**src/rtl/idtree_pkg.sv**
```systemverilog
package idtree_pkg;
  typedef enum logic [1:0] {
    OP_RST = 2'd0,
    OP_WR  = 2'd1,
    OP_RD  = 2'd2
  } slot_op_e;

  typedef enum logic [3:0] {
    S_IDLE, S_RST, S_CMD, S_RD_ID, S_RD_CMP, S_WR_DIR, S_EMIT, S_FIN, S_ERR
  } scan_st_e;
endpackage

```
**src/rtl/idtree_dir_pick.sv**
```systemverilog
module idtree_dir_pick #(
  parameter int POS_W = 7
) (
  input  logic             id_i,
  input  logic             cmp_i,
  input  logic [POS_W-1:0] pos_i,
  input  logic [POS_W-1:0] mark_i,
  input  logic             prev_i,
  output logic             dir_o,
  output logic             void_o,
  output logic             zero_branch_o
);
  logic split;
  assign split  = ~id_i & ~cmp_i;
  assign void_o = id_i & cmp_i;

  always_comb begin
    if (split) begin
      if (pos_i < mark_i) dir_o = prev_i;
      else                dir_o = (pos_i == mark_i);
    end else begin
      dir_o = id_i;
    end
  end

  assign zero_branch_o = split & ~dir_o;
endmodule

```
**src/rtl/idtree_code_store.sv**
```systemverilog
module idtree_code_store #(
  parameter int W     = 64,
  parameter int IDX_W = $clog2(W)
) (
  input  logic             clk_i,
  input  logic             rst_ni,
  input  logic             set_i,
  input  logic [IDX_W-1:0] idx_i,
  input  logic             bit_i,
  input  logic             commit_i,
  output logic             cur_bit_o,
  output logic             prev_bit_o,
  output logic [W-1:0]     code_o
);
  logic [W-1:0] cur_q, prev_q;

  always_ff @(posedge clk_i or negedge rst_ni) begin
    if (!rst_ni) begin
      cur_q  <= '0;
      prev_q <= '0;
    end else begin
      if (set_i)    cur_q[idx_i] <= bit_i;
      if (commit_i) prev_q       <= cur_q;
    end
  end

  assign cur_bit_o  = cur_q[idx_i];
  assign prev_bit_o = prev_q[idx_i];
  assign code_o     = prev_q;
endmodule

```
**src/rtl/idtree_scan.sv**
```systemverilog
module idtree_scan
  import idtree_pkg::*;
#(
  parameter int         CODE_W     = 64,
  parameter int         CMD_W      = 8,
  parameter logic [7:0] SEARCH_CMD = 8'hF0,
  parameter logic [7:0] ALARM_CMD  = 8'hEC
) (
  input  logic              clk_i,
  input  logic              rst_ni,
  input  logic              start_i,
  input  logic              alarm_mode_i,
  output logic              req_o,
  output logic [1:0]        op_o,
  output logic              wbit_o,
  input  logic              ack_i,
  input  logic              rbit_i,
  output logic [CODE_W-1:0] code_o,
  output logic              code_valid_o,
  output logic              done_o,
  output logic              nodev_o
);
  localparam int IDX_W = $clog2(CODE_W);
  localparam int POS_W = $clog2(CODE_W + 1);
  localparam int CNT_W = $clog2(CMD_W);
  localparam logic [CNT_W-1:0] CMD_LAST = CNT_W'(CMD_W - 1);
  localparam logic [IDX_W-1:0] IDX_LAST = IDX_W'(CODE_W - 1);

  scan_st_e         state_q;
  logic [CNT_W-1:0] cnt_q;
  logic [IDX_W-1:0] idx_q;
  logic [POS_W-1:0] mark_q, zero_q, pos;
  logic             alarm_q, id_q, valid_q, done_q, nodev_q;
  logic             dir, void_pair, zero_branch, cur_bit, prev_bit;
  logic             active, fire, set_bit;
  logic [CMD_W-1:0] cmd_byte;
  slot_op_e         op;

  assign pos      = POS_W'(idx_q) + POS_W'(1);
  assign cmd_byte = alarm_q ? ALARM_CMD[CMD_W-1:0] : SEARCH_CMD[CMD_W-1:0];
  assign active   = !(state_q inside {S_IDLE, S_FIN, S_ERR});
  assign req_o    = state_q inside {S_RST, S_CMD, S_RD_ID, S_RD_CMP, S_WR_DIR};
  assign fire     = req_o & ack_i;
  assign set_bit  = (state_q == S_RD_CMP) & ack_i & ~void_pair;

  idtree_dir_pick #(.POS_W(POS_W)) u_pick (
    .id_i(id_q), .cmp_i(rbit_i), .pos_i(pos), .mark_i(mark_q), .prev_i(prev_bit),
    .dir_o(dir), .void_o(void_pair), .zero_branch_o(zero_branch)
  );

  idtree_code_store #(.W(CODE_W), .IDX_W(IDX_W)) u_store (
    .clk_i, .rst_ni, .set_i(set_bit), .idx_i(idx_q), .bit_i(dir),
    .commit_i(state_q == S_EMIT), .cur_bit_o(cur_bit), .prev_bit_o(prev_bit),
    .code_o(code_o)
  );

  always_comb begin
    op     = OP_RD;
    wbit_o = 1'b0;
    case (state_q)
      S_RST:    op = OP_RST;
      S_CMD:    begin op = OP_WR; wbit_o = cmd_byte[cnt_q]; end
      S_WR_DIR: begin op = OP_WR; wbit_o = cur_bit; end
      default:  op = OP_RD;
    endcase
  end
  assign op_o = op;

  always_ff @(posedge clk_i or negedge rst_ni) begin
    if (!rst_ni) begin
      state_q <= S_IDLE;
      cnt_q   <= '0;
      idx_q   <= '0;
      mark_q  <= '0;
      zero_q  <= '0;
      alarm_q <= 1'b0;
      id_q    <= 1'b0;
      valid_q <= 1'b0;
      done_q  <= 1'b0;
      nodev_q <= 1'b0;
    end else begin
      valid_q <= (state_q == S_EMIT);
      if (start_i && !active) begin
        state_q <= S_RST;
        mark_q  <= '0;
        alarm_q <= alarm_mode_i;
        done_q  <= 1'b0;
        nodev_q <= 1'b0;
      end else begin
        case (state_q)
          S_RST: if (fire) begin
            if (rbit_i) begin
              state_q <= S_CMD;
              cnt_q   <= '0;
              zero_q  <= '0;
            end else begin
              state_q <= S_ERR;
              nodev_q <= 1'b1;
            end
          end
          S_CMD: if (fire) begin
            if (cnt_q == CMD_LAST) begin
              state_q <= S_RD_ID;
              idx_q   <= '0;
            end else cnt_q <= cnt_q + 1'b1;
          end
          S_RD_ID: if (fire) begin
            id_q    <= rbit_i;
            state_q <= S_RD_CMP;
          end
          S_RD_CMP: if (fire) begin
            if (void_pair) begin
              state_q <= S_ERR;
              nodev_q <= 1'b1;
            end else begin
              state_q <= S_WR_DIR;
              if (zero_branch) zero_q <= pos;
            end
          end
          S_WR_DIR: if (fire) begin
            if (idx_q == IDX_LAST) state_q <= S_EMIT;
            else begin
              idx_q   <= idx_q + 1'b1;
              state_q <= S_RD_ID;
            end
          end
          S_EMIT: begin
            mark_q <= zero_q;
            if (zero_q == '0) begin
              state_q <= S_FIN;
              done_q  <= 1'b1;
            end else state_q <= S_RST;
          end
          default: ;
        endcase
      end
    end
  end

  assign code_valid_o = valid_q;
  assign done_o       = done_q;
  assign nodev_o      = nodev_q;

  assert_req_hold_R2: assert property (@(posedge clk_i) disable iff (!rst_ni)
    (req_o && !ack_i) |=> (req_o && $stable(op_o) && $stable(wbit_o)));

  assert_void_abort_R5: assert property (@(posedge clk_i) disable iff (!rst_ni)
    (state_q == S_RD_CMP && ack_i && id_q && rbit_i) |=> (nodev_o && !req_o));

  assert_single_strobe_R6: assert property (@(posedge clk_i) disable iff (!rst_ni)
    code_valid_o |=> !code_valid_o);

  assert_done_with_code_R7: assert property (@(posedge clk_i) disable iff (!rst_ni)
    $rose(done_o) |-> code_valid_o);

  assert_flags_excl_R8: assert property (@(posedge clk_i) disable iff (!rst_ni)
    !(done_o && nodev_o));
endmodule

```
**config.mk**
```make
export PLATFORM = sky130hd
export DESIGN_NAME = idtree_scan
export DESIGN_NICKNAME = d
export VERILOG_FILES = /design/src/rtl/idtree_pkg.sv /design/src/rtl/idtree_dir_pick.sv /design/src/rtl/idtree_code_store.sv /design/src/rtl/idtree_scan.sv
export SDC_FILE = /design/constraint.sdc
export NUM_CORES = 1
export LEC_CHECK = 0
export CAP_MARGIN = 0
export CORE_MARGIN = 2
export CORE_UTILIZATION = 40
export DETAILED_ROUTE_END_ITERATION = 10
export HOLD_SLACK_MARGIN = 0.12
export PLACE_DENSITY = 0.66
export SLEW_MARGIN = 15
export SYNTH_ARGS = -nofsm -noshare
export SYNTH_HDL_FRONTEND = slang
export SYNTH_SLANG_ARGS = --single-unit
```
**constraint.sdc**
```tcl
create_clock -name clk_i -period 4.7 [get_ports clk_i]
set_clock_uncertainty 0.15 [all_clocks]
set_input_delay 0.94 -clock clk_i [delete_from_list [all_inputs] [get_ports clk_i]]
set_output_delay 0.94 -clock clk_i [all_outputs]
set_load 0.02 [all_outputs]
```
==> metrics.md <==
| Metric | Value |
|---|---|
| Status | finished, final reports clean |
| Cells taking the most area after synthesis | dfrtp_1 48%, nand2_1 11%, o41ai_1 5.4%, o21ai_0 4.7%, mux4_2 4.3% |
| Count of maximum capacitance violations | 0 |
| Overall die width | 148 um |
| Most frequent standard cell in the layout excluding fill and tap cells | nand2_1 |
| Cts hold-fix bufs | 0 |
| RD Place Congestion | 0.903 |
| Reg clk slew, reported paths | 0.06 ns |
| Required @ worst endpoint | 3.61 ns |
| H-Tree Depth | 4 |
| Core area | 20300 um^2 |
| Worst supply voltage drop on vdd | 407 uV |
| Yosys Warn Count | 0 |
| Initial antenna violation count | 0 |
| Number of vias in the routed layout | 7033 |
| 1st-iter DRT viols | 700 |
| Part of the Yosys area used for sequential elements | 48.2% |
| Highest clock frequency the design can meet | approximately 220 MHz |
| ANT nets after route | 0 |
| Count of final max-slew check failures | 0 |
| Netlist Area Pre-Place | between 8000 and 9000 um^2 |
| Highest-utilization routing layer at the global route stage | met2 |
| DRT Wirelength | 23.9 mm |
| Fraction of final layout cells sized beyond drive strength 1 | 8.87% |
| Setup repair after global routing missed its margin | false |
| Routed via count divided by cell count | 5.78 |
| Buffers on Ports | 76 |
| Total power | 4.57 mW |
| Cell Pwr Density | 460 nW/um^2 |
| Count of state elements after synthesis | 160 |
| Minimum clock period after layout | 4.59 ns |
| Filler cells | 1887 |
| CP Capture Type | output pin |
| Synthesized Nets | 912 |
| Met2 track utilization from global routing | 33.6% |
| Max_slew headroom | 43.5% |
| Overall Global Routing Usage | 22.2% |
| Largest stage delay, worst path | 0.67 ns |
| Clk buf depth | 2 |
| Yosys top cell by area | dfrtp_1 |
| Maximum number of pins on one net before global-route repair | 88 |
| Cell total after placement | roughly 1200 |
| Met1 track utilization from global routing | 32.2% |
| Post-detailed-placement half-perimeter wirelength | ~16 mm |
| Critical path cell sequence | buf_4 > nor2_1 > a221oi_1 > o221ai_1 > nand3_1 > a31o_2 > a21oi_1 > clkdlybuf4s50_1 |
| Synth Flop Type | dfrtp_1 |
| Signed area change from the synthesized netlist to the final layout | 19.5% |
| TritonCTS Buffers | 17 |
| Commonest cells after routing, fill and taps aside | 241 x nand2_1, 159 x dfrtp_1, 78 x o21ai_0 |
| Met3 layer usage reported by global route | 4.63% |
| Clock latency on the worst-skew pair | 0.44 ns |
| Area taken by flip-flops and latches | 4010 um^2 |
| Area share of the largest cell type after synthesis | 48.2% |
| Number of core rows | 52 |
| Lkg Pwr | 4.34 nW |
| Hold Crit Class | register to register |
| Drc violations | 0 |
| Number of ports placed on the die boundary | a little under 80 |
| CTS tree | yes |
| Worst-Margin Slew | 0.847 ns |
| Clock Root Buffer | clkbuf_16 |
| Area of combinational cells with multiple inputs | 3870 um^2 |
| Via count of the first global-routing pass | about 6800 |
| Worst Path Max Fanout | 16 |
| Worst setup path category | register to output pin |
| Final hold violations | 0 |
| Global route total overflow | 0 |
| Share of synthesized registers carrying an async set or reset | 100% |
| Instance count of the mapped netlist | 896 |
| Post-CTS setup-driven buffer insertion count | 0 |
| Data arrival, critical path | between 3 and 4 ns |
| Distinct cell type count of the synthesized netlist | between 60 and 70 |
| Antenna cell count | 0 |
| Total of endpoints with negative setup slack in the final report | 0 |
| Startpoint kind of the worst setup timing path | register |
| First-pass GRT wire length | 38.5 mm |
| TritonCTS Sinks | between 150 and 200 |
| Initial core utilization | 40.9% |
| Filler-free cell count of the finished design | 1217 |
| Final net count | between 900 and 1000 |
| Post-cts repair resize count | 0 |
| Fin Setup TNS | 0 ns |
| Routed length per instance | 19.7 um |
| Post-synth EDFFs | 0 |
| Die outline height | 148 um |
| Total iterations of the first detailed-routing run | 7 |
| Slowest cell on the critical path | clkdlybuf4s50_1 |
| Average footprint of a synthesized cell | 9.27 um^2 |
| Area enclosed by the die boundary | approximately 22000 um^2 |
| Final period utilization | 97.7% |
[synth_stat cells (4+ instances only)]
master    instances
o41ai_1          51
mux4_2           16
nand3_1          12
dfrtp_1         160
ha_1             10
nor2b_1           9
o21ai_0          78
mux2_2            6
inv_1            19
buf_6             6
o31ai_1           4
clkbuf_1         49
nand2_1         241
and3_1            4
buf_4             4
a21oi_1          26
or3_1            17
nand4_1           4
a22oi_1           5
mux2i_1          20
buf_1             9
nand2b_1          6
nor3_1            8
o21ai_1          20
nor2_1           29
nor4_1            6
o32ai_1           5
mux2_1            5
o22ai_1           8
a221oi_1          4
buf_2             7
[final timing paths]
kind | from | endpoint | slack (ns) | cells after the start
max in group asynchronous | rst_ni | mark_q[5] | 3.10 | 2
min in group asynchronous | rst_ni | u_store.cur_q[55] | 0.41 | 1
worst min-delay path | u_store.cur_q[60] | u_store.code_o[60] | 0.34 | 2
worst max-delay path | idx_q[1] | wbit_o | 0.11 | 8
worst min register to register | u_store.cur_q[60] | u_store.code_o[60] | 0.34 | 2
worst max register to register | idx_q[1] | u_store.cur_q[1] | 0.56 | 13
[kinds of logic (layout without fill, tap and decap cells)]
| logic type | after synthesis | count (layout) | synth area share, % |
|---|---|---|---|
| muxes | 47 | 47 | 8.24 |
| and+or+nand+nor | 350 | 350 | 18.6 |
| DFF | 160 | 160 | 48.2 |
| adders and majority gates | 10 | 10 | 1.51 |
| xor gates and xnor gates | 4 | 4 | 0.422 |
| buffers and inverters | 98 | 149 | 5.26 |
| AOI/OAI and AO/OA | 227 | 227 | 17.7 |
[report_power, final]
| group | internal, mW | leakage, nW | switching (mW) |
|---|---|---|---|
| registers | 1.46 | 2.22 | 0.151 |
| clock network | 0.991 | 0.324 | 0.583 |
| logic | 0.425 | 1.80 | 0.955 |
[per-stage QoR]
step	instance area, um^2	setup WS (ns)	hold slack (ns)	util [%]
floorplan	8300	0.585	0.297	-
global placement	9250	0.640	0.325	45.6
detailed placement	9250	0.632	0.326	45.6
CTS	9920	0.163	0.347	48.9
global route	9920	0.0105	0.379	48.9
finish	9920	0.107	0.340	48.9
[critical path, delay by kind of cell, from the launching register on]
family	cells	cell delay, ns
AO/OA/AOI/OAI	4	0.97
buffers and inverters	2	0.98
flip-flops	1	0.64
AND/OR/NAND/NOR	2	0.46
[layout make-up]
class	count	share of cell area (%)
tap	270	3.41
clock buffer	21	4.74
timing repair buffer	94	9.55
multi-input combinational	638	39.0
clock inverter	11	2.03
inverter	23	0.870
sequential	160	40.4
[layer usage]
metal,vias up,part of all wire [%]
li1,3287,-
met1,3440,45
met2,270,46
met3,36,6.8
met4,0,1.8
met5,-,0
[sequential cells by signal, summed over array words and instances (netlist names), 3 cells and up]
signal          flops
u_store.code_o     64
u_store.cur_q      64
mark_q              7
zero_q              7
idx_q               6
state_q             4
cnt_q               3
(Power assumes the default switching activity.)
